### config.mk
export PLATFORM = sky130hd
export DESIGN_NAME = drain_fifo
export DESIGN_NICKNAME = d
export VERILOG_FILES = /design/src/rtl/dfifo_pkg.sv /design/src/rtl/dfifo_store.sv /design/src/rtl/dfifo_addr.sv /design/src/rtl/dfifo_fsm.sv /design/src/rtl/drain_fifo.sv
export SDC_FILE = /design/constraint.sdc
export NUM_CORES = 1
export LEC_CHECK = 0
export CAP_MARGIN = 20
export CORE_ASPECT_RATIO = 1.2
export CORE_UTILIZATION = 47
export CTS_CLUSTER_SIZE = 12
export DETAILED_ROUTE_END_ITERATION = 8
export PLACE_DENSITY = 0.71
export SYNTH_ARGS = -nofsm -noshare
export SYNTH_HDL_FRONTEND = slang
export SYNTH_SLANG_ARGS = --single-unit
### constraint.sdc
create_clock -name clk -period 2.3 [get_ports clk]
set_input_delay 0.46 -clock clk [delete_from_list [all_inputs] [get_ports clk]]
set_output_delay 0.46 -clock clk [all_outputs]
set_load 0.02 [all_outputs]
### src/rtl/dfifo_pkg.sv
package dfifo_pkg;
    typedef enum logic [1:0] {
        ST_IDLE  = 2'd0,
        ST_CLEAR = 2'd1,
        ST_DRAIN = 2'd2,
        ST_DONE  = 2'd3
    } dstate_t;
endpackage

### src/rtl/dfifo_store.sv
module dfifo_store #(
    parameter int DEPTH = 16,
    parameter int DW    = 8
) (
    input  logic                     clk,
    input  logic                     rst_n,
    input  logic                     wr_en,
    input  logic [DW-1:0]            wr_data,
    input  logic                     rd_en,
    input  logic                     drain_en,
    input  logic                     zap,
    output logic [DW-1:0]            head,
    output logic [DW-1:0]            out_q,
    output logic [$clog2(DEPTH):0]   cnt,
    output logic                     empty,
    output logic                     full
);
    localparam int PW = $clog2(DEPTH);
    localparam int CW = PW + 1;

    logic [DW-1:0] mem [DEPTH];
    logic [PW-1:0] wptr;
    logic [PW-1:0] rptr;
    logic          do_wr;
    logic          do_rd;

    assign empty = (cnt == '0);
    assign full  = (cnt == CW'(DEPTH));
    assign head  = mem[rptr];
    assign do_wr = wr_en && !full && !zap;
    assign do_rd = (rd_en || drain_en) && !empty && !zap;

    function automatic logic [PW-1:0] bump(input logic [PW-1:0] p);
        return (p == PW'(DEPTH - 1)) ? '0 : p + 1'b1;
    endfunction

    always_ff @(posedge clk) begin
        if (do_wr) begin
            mem[wptr] <= wr_data;
        end
    end

    always_ff @(posedge clk or negedge rst_n) begin
        if (!rst_n) begin
            wptr <= '0;
            rptr <= '0;
        end else if (zap) begin
            wptr <= '0;
            rptr <= '0;
        end else begin
            if (do_wr) wptr <= bump(wptr);
            if (do_rd) rptr <= bump(rptr);
        end
    end

    always_ff @(posedge clk or negedge rst_n) begin
        if (!rst_n) begin
            cnt <= '0;
        end else if (zap) begin
            cnt <= '0;
        end else if (do_wr && !do_rd) begin
            cnt <= cnt + 1'b1;
        end else if (!do_wr && do_rd) begin
            cnt <= cnt - 1'b1;
        end
    end

    always_ff @(posedge clk or negedge rst_n) begin
        if (!rst_n) begin
            out_q <= '0;
        end else if (rd_en && do_rd) begin
            out_q <= mem[rptr];
        end
    end

    AST_NO_OVERFLOW: assert property (@(posedge clk) disable iff (!rst_n)
        cnt <= CW'(DEPTH));
    AST_ZAP_EMPTIES: assert property (@(posedge clk) disable iff (!rst_n)
        zap |=> (cnt == '0));
    AST_ZAP_KEEPS_OUT: assert property (@(posedge clk) disable iff (!rst_n)
        zap |=> $stable(out_q));
    AST_FULL_BLOCKS: assert property (@(posedge clk) disable iff (!rst_n)
        (full && wr_en && !rd_en && !drain_en && !zap) |=> (cnt == $past(cnt)));
endmodule

### src/rtl/dfifo_addr.sv
module dfifo_addr #(
    parameter int AW = 16
) (
    input  logic          clk,
    input  logic          rst_n,
    input  logic          load,
    input  logic [AW-1:0] load_val,
    input  logic          step,
    output logic [AW-1:0] addr
);
    always_ff @(posedge clk or negedge rst_n) begin
        if (!rst_n) begin
            addr <= '0;
        end else if (load) begin
            addr <= load_val;
        end else if (step) begin
            addr <= addr + 1'b1;
        end
    end
endmodule

### src/rtl/dfifo_fsm.sv
module dfifo_fsm
    import dfifo_pkg::*;
(
    input  logic       clk,
    input  logic       rst_n,
    input  logic       ctl_we,
    input  logic [1:0] ctl_wdata,
    input  logic       to_mem,
    input  logic       fifo_empty,
    input  logic       fifo_last,
    input  logic       mack,
    output dstate_t    state,
    output logic       flush_q,
    output logic       clear_q,
    output logic       zap,
    output logic       mreq,
    output logic       drain_pop,
    output logic       done
);
    dstate_t nxt;

    always_ff @(posedge clk or negedge rst_n) begin
        if (!rst_n) begin
            state <= ST_IDLE;
        end else begin
            state <= nxt;
        end
    end

    always_comb begin
        nxt = state;
        unique case (state)
            ST_IDLE: begin
                if (clear_q) begin
                    nxt = ST_CLEAR;
                end else if (flush_q) begin
                    nxt = (fifo_empty || !to_mem) ? ST_DONE : ST_DRAIN;
                end
            end
            ST_CLEAR: nxt = ST_IDLE;
            ST_DRAIN: begin
                if (clear_q) begin
                    nxt = ST_CLEAR;
                end else if (mack && fifo_last) begin
                    nxt = ST_DONE;
                end else if (!flush_q) begin
                    nxt = ST_IDLE;
                end
            end
            ST_DONE: begin
                if (clear_q) begin
                    nxt = ST_CLEAR;
                end else if (!flush_q) begin
                    nxt = ST_IDLE;
                end
            end
            default: nxt = ST_IDLE;
        endcase
    end

    always_comb begin
        zap       = 1'b0;
        mreq      = 1'b0;
        drain_pop = 1'b0;
        done      = 1'b0;
        unique case (state)
            ST_IDLE:  ;
            ST_CLEAR: zap = 1'b1;
            ST_DRAIN: begin
                mreq      = 1'b1;
                drain_pop = mack;
            end
            ST_DONE:  done = 1'b1;
            default:  ;
        endcase
    end

    always_ff @(posedge clk or negedge rst_n) begin
        if (!rst_n) begin
            flush_q <= 1'b0;
            clear_q <= 1'b0;
        end else if (ctl_we) begin
            flush_q <= ctl_wdata[0];
            clear_q <= ctl_wdata[1];
        end else if (state == ST_CLEAR) begin
            clear_q <= 1'b0;
        end
    end

    AST_FLUSH_STICKY: assert property (@(posedge clk) disable iff (!rst_n)
        (flush_q && !ctl_we) |=> flush_q);
    AST_CLEAR_SELF: assert property (@(posedge clk) disable iff (!rst_n)
        (state == ST_CLEAR && !ctl_we) |=> !clear_q);
    AST_CLEAR_WINS: assert property (@(posedge clk) disable iff (!rst_n)
        (state == ST_IDLE && clear_q) |=> (state == ST_CLEAR));
    AST_ONE_ACTION: assert property (@(posedge clk) disable iff (!rst_n)
        $onehot0({mreq, zap, done}));
endmodule

### src/rtl/drain_fifo.sv
module drain_fifo
    import dfifo_pkg::*;
#(
    parameter int DEPTH = 16,
    parameter int DW    = 8,
    parameter int AW    = 16
) (
    input  logic                   clk,
    input  logic                   rst_n,
    input  logic                   push_en,
    input  logic [DW-1:0]          push_data,
    input  logic                   pop_en,
    output logic [DW-1:0]          pop_data,
    input  logic                   ctl_we,
    input  logic [1:0]             ctl_wdata,
    input  logic                   to_mem,
    input  logic                   addr_we,
    input  logic [AW-1:0]          addr_wdata,
    output logic                   mreq,
    output logic [AW-1:0]          maddr,
    output logic [DW-1:0]          mdata,
    input  logic                   mack,
    output logic                   st_empty,
    output logic                   st_full,
    output logic [$clog2(DEPTH):0] st_count,
    output logic                   flush_bit,
    output logic                   clear_bit,
    output logic                   flush_done
);
    localparam int CW = $clog2(DEPTH) + 1;

    dstate_t state;
    logic    zap;
    logic    drain_pop;
    logic    fifo_last;
    logic    wr_gate;
    logic    rd_gate;
    logic    addr_load;

    assign fifo_last = (st_count == CW'(1));
    assign wr_gate   = push_en && !flush_bit;
    assign rd_gate   = pop_en && !flush_bit;
    assign addr_load = addr_we && (state != ST_DRAIN);

    dfifo_fsm u_fsm (
        .clk        (clk),
        .rst_n      (rst_n),
        .ctl_we     (ctl_we),
        .ctl_wdata  (ctl_wdata),
        .to_mem     (to_mem),
        .fifo_empty (st_empty),
        .fifo_last  (fifo_last),
        .mack       (mack),
        .state      (state),
        .flush_q    (flush_bit),
        .clear_q    (clear_bit),
        .zap        (zap),
        .mreq       (mreq),
        .drain_pop  (drain_pop),
        .done       (flush_done)
    );

    dfifo_store #(.DEPTH(DEPTH), .DW(DW)) u_store (
        .clk      (clk),
        .rst_n    (rst_n),
        .wr_en    (wr_gate),
        .wr_data  (push_data),
        .rd_en    (rd_gate),
        .drain_en (drain_pop),
        .zap      (zap),
        .head     (mdata),
        .out_q    (pop_data),
        .cnt      (st_count),
        .empty    (st_empty),
        .full     (st_full)
    );

    dfifo_addr #(.AW(AW)) u_addr (
        .clk      (clk),
        .rst_n    (rst_n),
        .load     (addr_load),
        .load_val (addr_wdata),
        .step     (drain_pop),
        .addr     (maddr)
    );

    AST_REQ_NOT_EMPTY: assert property (@(posedge clk) disable iff (!rst_n)
        mreq |-> !st_empty);
    AST_ADDR_STEP: assert property (@(posedge clk) disable iff (!rst_n)
        (mreq && mack) |=> (maddr == $past(maddr) + 1'b1));
    AST_REQ_HOLD: assert property (@(posedge clk) disable iff (!rst_n)
        (mreq && !mack && flush_bit && !clear_bit)
            |=> (mreq && $stable(maddr) && $stable(mdata)));
    AST_PUSH_BLOCKED: assert property (@(posedge clk) disable iff (!rst_n)
        (flush_bit && push_en && !zap) |=> (st_count <= $past(st_count)));
endmodule

==> out/qor.txt <==
1st-pass router iterations = 4
Final Cell Area = 9790 um^2
Pwr Total = 9.98 mW
CP arrival = 1.95 ns
Filler cell count in the final layout = 1132
Die Area = 16400 um^2
ANT cells = 0
Cells after synthesis = 523
Largest net degree at the start of global routing = 33
DP HPWL = 11800 um
Leakage Power = 3.37 nW
Number of core rows = 50
Final Hold Violating Endpoints = 0
Worst path max stage delay = 0.58 ns
CP delay by family, top = multiplexers
Root Driver = clkbuf_16
Initial Utilization = 48.1%
Synthesized area = 7490 um^2
Worst rel slew slack = 48.1%
Tot GR Track Use = 21.9%
Number of hold buffers added after CTS = 0
Initial antenna violation count = 0
CP Launch Type = flip-flop
RSZ-0062 raised after global routing = yes
Power per cell area = 1020 nW/um^2
Final cell utilization of the core = 62.9%
Cell taking the most area after synthesis = edfxtp_1
CTS sink count = 169
# port buffers = 76
GRT overflow = 0
Clk_lat worst skew = 0.43 ns
Commonest non-fill, non-tap cell in the layout = edfxtp_1
Chip Height = 140 um
Metal3 WL = 618 um
Top Ports = 77
Asr flop ratio synth = 24.3%
Largest cells by area after synthesis = edfxtp_1, dfrtp_1, mux2i_1
Top_reg_cell synth = edfxtp_1
Htree depth = 4
Area delta synth->final = 30.7%
EDFF count, synth = 128
Vias in the first global route = 4966
Sequential area share after synthesis = 65.0%
Worst hold path class = input port to asynchronous set/reset pin
Crit-path max FO = 6
Worst Path Required = 1.84 ns
Vias post-DR = 4840
Yosys cell types = 61
Synth top area share = 51.3%
CP cell instances = mux4_1, mux2i_1, o22ai_2, buf_6
CTS tree = done
WL met1 = 6750 um
Post-route insts no fill = 867
Share of cells above drive strength 1 = 26.1%
CORE AREA = 15600 um^2
Period minus WS final = 2.41 ns
Synth Warn # = 0
Mean Syn Cell Area = 14.3 um^2
Drt total wl = 17000 um
Post-route ant nets = 0
Max clock buf depth = 2
Vias per inst = 5.58
Top routing layer in use = met4
Worst-Margin Slew = 0.778 ns
GPL Wtd Cong = 0.844
Cts bufs inserted = 17
WL/cell = 19.6 um
Worst clock skew = 0.00647 ns
Met2 wire len = 9280 um
Reg clk slew, reported paths = 0.06 ns
Setup CP Type = flip-flop to output pin
Cell Area, Placed = 8950 um^2
Max VDD drop = 0.000594 V
Failing checks = negative setup slack
CP Buf/Inv Count = 1
F_max = 414 MHz
Nets@finish = 691
Slew Viols, Final = 0
Mapped Nets = 567
Slowest cell on the critical path = mux4_1
Most frequent cells in the layout = edfxtp_1, clkdlybuf4s50_1, mux2i_1
DR iter-0 viols = 337
Crit. End Element = output pin
Final Setup Violations = 8
Pre-CTS WS = -0.413 ns
Drt drc = 0
Run status = finished, violations left
Die width = 117 um
Fin crit share = 105%
Max Cap Viol = 0
Global-route wire length before repair = 26100 um
Setup WS post-layout = -0.115 ns
Inst Count DP = 827
#FFs+latches synth = 169
## area by class of cell
class / count / area (um^2) / share of cell area, %
flip-flops and latches: 169 / 4880 / 49.8
multi-input cells: 315 / 2670 / 27.2
repair buffers: 131 / 1380 / 14.0
clock buffers: 19 / 433 / 4.42
well taps: 208 / 260 / 2.66
clock inverters: 12 / 125 / 1.28
inverters: 13 / 55.1 / 0.562
## metrics by stage
stage               setup TNS [ns]  hold WS (ns)
floorplan                    -1.27         0.164
global placement             -2.08         0.487
global route                 -1.23         0.152
CTS                         -0.840         0.124
detailed placement           -2.97         0.494
finish                      -0.736         0.111
## cell families after synthesis
group / after synthesis / synth area share [%]
adder cells (fa/ha/maj): 11 / 1.80
AND/OR/NAND/NOR: 134 / 10.5
XOR/XNOR: 9 / 1.24
AO/OA/AOI/OAI: 87 / 7.82
multiplexers: 74 / 10.7
buffers and inverters: 39 / 2.94
flip-flops: 169 / 65.0
## cell usage after synthesis, types with 7 or more instances
library cell    n
nor2_1         25
and4_1          8
ha_1           10
or3_1           7
a21oi_1        11
a22oi_1        28
inv_1          11
clkbuf_1        9
nand3_1        13
nand4_1         7
nand2_1        31
o21ai_0        17
mux2i_1        60
mux2_2         11
edfxtp_1      128
nand2b_1        7
dfrtp_1        41
nor3_1          8
a31oi_1        11
## power by group
part / switching, mW / internal [mW]
Clock: 1.13 / 1.59
Sequential: 0.288 / 3.60
Combinational: 1.72 / 1.66
## path summary, 6_finish.rpt
check                                  from           endpoint  slack, ns  depth (start not counted)
setup / recovery            u_store.rptr[0]           mdata[1]      -0.11                          4
hold / removal                        rst_n     u_addr.addr[6]       0.11                          1
min in group clk           u_store.out_q[0]   u_store.out_q[0]       0.50                          1
max in group asynchronous             rst_n    u_store.rptr[0]       1.50                          2
setup reg to reg             u_store.cnt[1]  u_store.mem[0][0]       0.14                          9
hold reg to reg            u_store.out_q[0]   u_store.out_q[0]       0.50                          1
## layer usage
| metal | GRT usage (%) | vias up |
|---|---|---|
| met5 | 0 | - |
| met4 | 9.26 | 0 |
| met3 | 3.85 | 23 |
| met2 | 38.8 | 129 |
| met1 | 25.6 | 2426 |
| li1 | - | 2262 |
## sequential cells by signal (all words and copies together), names as in the netlist
name and cells:
u_fsm.flush_q 1, u_fsm.clear_q 1, u_fsm.state 2, u_store.mem 128
u_store.wptr 4, u_store.cnt 5, u_addr.addr 16, u_store.out_q 8
u_store.rptr 4
## worst register-to-register path: stages (launching register included)
cell and delay [ns]:
dfrtp_2 0.36, inv_1 0.07, ha_4 0.17, buf_4 0.14
nand4bb_4 0.11, clkinv_2 0.13, nor2_4 0.21, nand3_2 0.26
nor3_4 0.28, buf_12 0.16
## repair_timing
| action | in CTS | in global routing |
|---|---|---|
| setup buffers | 8 | 1 |
| gates resized for setup | 89 | 16 |
| endpoints found under the setup margin | 17 | 76 |
| pin swaps | 12 | 7 |
Power figures use the tool's default switching activity.
